File: src/rtl/afr_pkg.sv
package afr_pkg;

    typedef enum logic [1:0] {
        ST_OFF  = 2'd0,
        ST_HEAD = 2'd1,
        ST_TAIL = 2'd2
    } seq_state_e;

endpackage

File: src/rtl/afr_sequencer.sv
module afr_sequencer
    import afr_pkg::*;
#(
    parameter int WORD_W = 12
) (
    input  logic clk,
    input  logic rst_n,
    input  logic pwr_dn,
    output logic load,
    output logic shift,
    output logic clear,
    output logic bit_en,
    output logic frame
);
    localparam int CW   = $clog2(WORD_W);
    localparam int HALF = WORD_W / 2;
    localparam int LAST = WORD_W - 1;

    seq_state_e     state_q, state_d;
    logic [CW-1:0]  cnt_q, cnt_d;
    logic           at_last;

    assign at_last = (cnt_q == CW'(LAST));

    // next-state and count
    always_comb begin
        state_d = state_q;
        cnt_d   = '0;
        if (pwr_dn) begin
            state_d = ST_OFF;                  // sleep
        end else begin
            unique case (state_q)
                ST_OFF:  state_d = ST_HEAD;    // wake
                ST_HEAD: begin
                    cnt_d = cnt_q + 1'b1;
                    if (cnt_q == CW'(HALF - 1)) state_d = ST_TAIL;   // half
                end
                ST_TAIL: begin
                    cnt_d = at_last ? '0 : cnt_q + 1'b1;
                    if (at_last) state_d = ST_HEAD;                 // wrap
                end
                default: state_d = ST_OFF;
            endcase
        end
    end

    // state register
    always_ff @(posedge clk or negedge rst_n) begin
        if (!rst_n) begin
            state_q <= ST_OFF;
            cnt_q   <= '0;
        end else begin
            state_q <= state_d;
            cnt_q   <= cnt_d;
        end
    end

    // outputs
    always_comb begin
        load   = !pwr_dn && ((state_q == ST_OFF) || (state_q == ST_TAIL && at_last));
        shift  = !pwr_dn && (state_q != ST_OFF) && !load;
        clear  = pwr_dn;
        bit_en = (state_q != ST_OFF);
        frame  = (state_q == ST_HEAD);
    end

endmodule

File: src/rtl/afr_lane.sv
module afr_lane #(
    parameter int              WORD_W    = 12,
    parameter logic [WORD_W-1:0] TEST_WORD = 12'h0BD
) (
    input  logic              clk,
    input  logic              rst_n,
    input  logic              sample_valid,
    input  logic [WORD_W-1:0] sample_word,
    input  logic              fmt_twos,
    input  logic              test_en,
    input  logic              load,
    input  logic              shift,
    input  logic              clear,
    output logic              ser_bit
);
    logic [WORD_W-1:0] hold_q;
    logic [WORD_W-1:0] next_word;
    logic [WORD_W-1:0] coded;
    logic [WORD_W-1:0] sh_q;

    always_ff @(posedge clk or negedge rst_n) begin
        if (!rst_n)            hold_q <= '0;
        else if (sample_valid) hold_q <= sample_word;
    end

    always_comb begin
        next_word = sample_valid ? sample_word : hold_q;
        if (test_en)       coded = TEST_WORD;
        else if (fmt_twos) coded = {~next_word[WORD_W-1], next_word[WORD_W-2:0]};
        else               coded = next_word;
    end

    always_ff @(posedge clk or negedge rst_n) begin
        if (!rst_n)     sh_q <= '0;
        else if (clear) sh_q <= '0;
        else if (load)  sh_q <= coded;
        else if (shift) sh_q <= {1'b0, sh_q[WORD_W-1:1]};
    end

    assign ser_bit = sh_q[0];

endmodule

File: src/rtl/adc_lane_framer.sv
module adc_lane_framer #(
    parameter int                NUM_CH    = 4,
    parameter int                WORD_W    = 12,
    parameter logic [WORD_W-1:0] TEST_WORD = 12'h0BD
) (
    input  logic                     clk,
    input  logic                     rst_n,
    input  logic                     sample_valid,
    input  logic [NUM_CH*WORD_W-1:0] sample_data,
    input  logic                     fmt_twos,
    input  logic                     test_en,
    input  logic                     pwr_dn,
    output logic [NUM_CH-1:0]        ser_data,
    output logic                     bit_en,
    output logic                     frame
);
    logic load, shift, clear;

    afr_sequencer #(.WORD_W(WORD_W)) i_seq (
        .clk    (clk),
        .rst_n  (rst_n),
        .pwr_dn (pwr_dn),
        .load   (load),
        .shift  (shift),
        .clear  (clear),
        .bit_en (bit_en),
        .frame  (frame)
    );

    for (genvar c = 0; c < NUM_CH; c++) begin : g_lane
        afr_lane #(.WORD_W(WORD_W), .TEST_WORD(TEST_WORD)) i_lane (
            .clk          (clk),
            .rst_n        (rst_n),
            .sample_valid (sample_valid),
            .sample_word  (sample_data[c*WORD_W +: WORD_W]),
            .fmt_twos     (fmt_twos),
            .test_en      (test_en),
            .load         (load),
            .shift        (shift),
            .clear        (clear),
            .ser_bit      (ser_data[c])
        );
    end

endmodule

File: config.mk
export PLATFORM = sky130hd
export DESIGN_NAME = adc_lane_framer
export DESIGN_NICKNAME = d
export VERILOG_FILES = /design/src/rtl/afr_pkg.sv /design/src/rtl/afr_sequencer.sv /design/src/rtl/afr_lane.sv /design/src/rtl/adc_lane_framer.sv
export SDC_FILE = /design/constraint.sdc
export NUM_CORES = 1
export LEC_CHECK = 0
export BUFFER_PORTS_ARGS = -buffer_cell sky130_fd_sc_hd__buf_4
export CORE_MARGIN = 2
export CORE_UTILIZATION = 45
export CTS_CLUSTER_DIAMETER = 100
export DETAILED_ROUTE_END_ITERATION = 16
export PLACE_DENSITY = 0.67
export SLEW_MARGIN = 25
export SYNTH_ARGS = -nofsm -noshare
export SYNTH_HDL_FRONTEND = slang
export SYNTH_SLANG_ARGS = --single-unit
File: constraint.sdc
create_clock -name clk -period 2.05 [get_ports clk]
set_input_delay 0.615 -clock clk [delete_from_list [all_inputs] [get_ports clk]]
set_output_delay 0.615 -clock clk [all_outputs]
set_load 0.005 [all_outputs]
==> metrics.csv <==
stage,metric,value,unit
final_layout,seqCellArea,2552,µm²
detailed_routing,wirelength,7302,µm
global_routing,gr-usage-met1,0.2012,
clock_network,cts.sinks,102,
setup_path,cp.arrival,1.24,ns
timing,fin_tns_setup,0,ns
synthesis,synth-seq-cells,102,
detailed_routing,detail_route.first_pass.iterations,4,
final_layout,instances_no_fill,480,
setup_path,endpoint_kind,output pin,
placement,dp_cells,464,
placement,place_congestion,0.7407,
detailed_routing,drc,0,
pwr,static-leakage-power,2.209,nW
clock_network,cts_resized,0,
detailed_routing,wire_per_inst,15.21,µm
final_layout,fill_cells,801,
setup_path,critPathKind,register to output pin,
setup_path,worst_ep_required_time,1.43,ns
clock_network,cts_hold_buf,0,
global_routing,use_met3,0.03760,
clock_network,cts_buffers,9,
floorplan,die_x,100.1,µm
final_layout,final_common_cell,dfrtp_1,
global_routing,grtUsageTotal,0.1541,
clock_network,cts_max_level,3,
setup_path,max_stage_delay,0.43,ns
timing,period_share,0.9060,
placement,dp.final_hpwl,4652,µm
synthesis,ys.warnings.count,0,
clock_network,cts-root-buf,clkbuf_8,
global_routing,first_global_vias,2475,
detailed_routing,vias,2476,
timing,slew_headroom,0.7416,
setup_path,worstPathCellList,"inv_1, ha_1, inv_1, buf_4",
global_routing,grt_overflow,0,
setup_path,crit_buf_inv,3,
timing,maxSlewViolCount,0,
final_layout,final_cell_mix,"102 x dfrtp_1, 61 x buf_4, 49 x mux2_2",
floorplan,num_rows,35,
final_layout,multiInputGateArea,1431,µm²
placement,portBuffers,59,
synthesis,synth_flop_cell,dfrtp_1,
global_routing,grt_pass1_wl,11980,µm
global_routing,grt_max_degree,49,
clock_network,cts_tree,yes,
global_routing,top_usage_layer,met2,
setup_path,crit_family,flip-flops,
timing,finalCriticalPeriod,1.857,ns
timing,final-setup-viol-count,0,
synthesis,syn_area,4159,µm²
run_status,status,"complete, no violations",
setup_path,path_common_cell,inv_1,
synthesis,ys_types,28,
worst_hold_path,hold_path.class,primary input to asynchronous set/reset pin,
synthesis,synth-edff-count,0,
setup_path,crit_fanout,5,
detailed_routing,vias_per_cell,5.158,
clock_network,clk_pin_slew,0.10,ns
detailed_routing,ant_nets,0,
clock_network,cts_buffer_depth,2,
clock_network,post_cts_buffers,0,
setup_path,ff2ff_setup_slack,0.26,ns
final_layout,area_growth,17.93,%
job,max_cap_viol_count,0,
setup_path,slowest_stage,dfrtp_1,
placement,placed_cell_area,4703,µm²
final_layout,fin_area,4905,µm²
synthesis,synthArstFlopShare,1.000,
floorplan,die-area,10030,µm²
global_routing,grt_antenna_before_repair,0,
clock_network,insertion_delay,0.36,ns
global_routing,use_met2,0.2514,
floorplan,coreArea,9109,µm²
pwr,powerDensity,991.3,nW/µm²
final_layout,layout-drive-gt1-share,0.3713,
final_layout,diodes,0,
synthesis,avgSynthCellArea,13.29,µm²
timing,tightest_slew,0.3859,ns
floorplan,die_y,100.1,µm
timing,clock_skew,0.009527,ns
synthesis,seq_area_frac_synth,0.6137,
timing,fmax,538.4,MHz
floorplan,io_pins,60,
timing,hold_viol_final,0,
timing,rsz0062_at_grt,no,
floorplan,initial_core_util,0.4566,
pwr,peakVddDrop,0.7374,mV
detailed_routing,drt-initial-drc-count,144,
final_layout,nets,424,
synthesis,syn_nets,373,
synthesis,syn_inst,313,
setup_path,cp-start-kind,register,
[metal layers]
| metal | part of all wire | vias to the layer above |
|---|---|---|
| li1 | - | 1186 |
| met1 | 0.45 | 1238 |
| met2 | 0.49 | 44 |
| met3 | 0.036 | 8 |
| met4 | 0.015 | 0 |
| met5 | 0 | - |
[final timing paths]
check | startpoint | endpoint | cells past startpoint
max | i_seq.state_q[0] | bit_en | 4
min | rst_n | g_lane[0].i_lane.sh_q[0] | 1
max reg2reg | i_seq.state_q[0] | g_lane[2].i_lane.sh_q[11] | 5
min reg2reg | g_lane[0].i_lane.sh_q[7] | g_lane[0].i_lane.sh_q[6] | 1
max in group asynchronous | rst_n | g_lane[2].i_lane.sh_q[9] | 2
min in group clk | g_lane[0].i_lane.sh_q[7] | g_lane[0].i_lane.sh_q[6] | 1
[cell type report]
cell class                 instances  area share
sequential                       102      0.5204
timing repair buffer              66      0.1138
clock inverter                     7     0.01582
tap                              111     0.02832
multi-input combinational        179      0.2918
clock buffer                       9     0.02526
inverter                           6    0.004592
[worst register-to-register path, cell delays in order, from the launching register on]
cell	delay, ns
dfrtp_1	0.44
inv_1	0.10
ha_1	0.19
and4b_1	0.45
o211ai_1	0.24
nor3b_1	0.27
[where the power goes]
group	switching (mW)	internal (mW)	total, mW
Combinational	0.564	0.531	1.09
Clock	0.700	0.580	1.28
Sequential	0.119	2.37	2.49
Total	1.38	3.48	4.86
[Yosys cell counts (4+ instances only)]
cell,n,area (µm²)
a211oi_1,4,30.03
buf_2,8,40.04
buf_4,6,45.04
buf_6,4,45.04
clkbuf_1,7,26.28
dfrtp_1,102,2552
ha_1,6,75.07
inv_1,6,22.52
mux2_2,49,551.8
nand2_1,25,93.84
nor2_1,34,127.6
nor3_1,4,20.02
nor3b_1,4,30.03
o2bb2ai_1,40,350.3
[cells by family after synthesis]
| kind of cell | Yosys count | share of synthesized area |
|---|---|---|
| compound gates | 46 | 0.09537 |
| xor+xnor | 2 | 0.004213 |
| fa+ha+maj | 6 | 0.01805 |
| buf+inv | 32 | 0.04392 |
| flops | 102 | 0.6137 |
| mux | 50 | 0.1351 |
| simple gates | 75 | 0.08965 |
[through the flow]
stage,hold slack (ns),power (mW),utilization,worst slack (ns)
global route,0.1654,5.151,0.5385,0.09594
floorplan,0.3194,3.268,-,0.3994
detailed placement,0.4381,3.636,0.5163,0.2853
global placement,0.4351,3.601,0.5163,0.3553
CTS,0.1524,4.935,0.5385,0.1727
finish,0.1570,4.862,0.5385,0.1928
[registers in the layout, indices dropped and copies added, names as in the netlist]
name and flops:
g_lane.i_lane.hold_q 48, g_lane.i_lane.sh_q 48, i_seq.cnt_q 4, i_seq.state_q 2
Note: power is estimated with default switching activity, not from simulation.
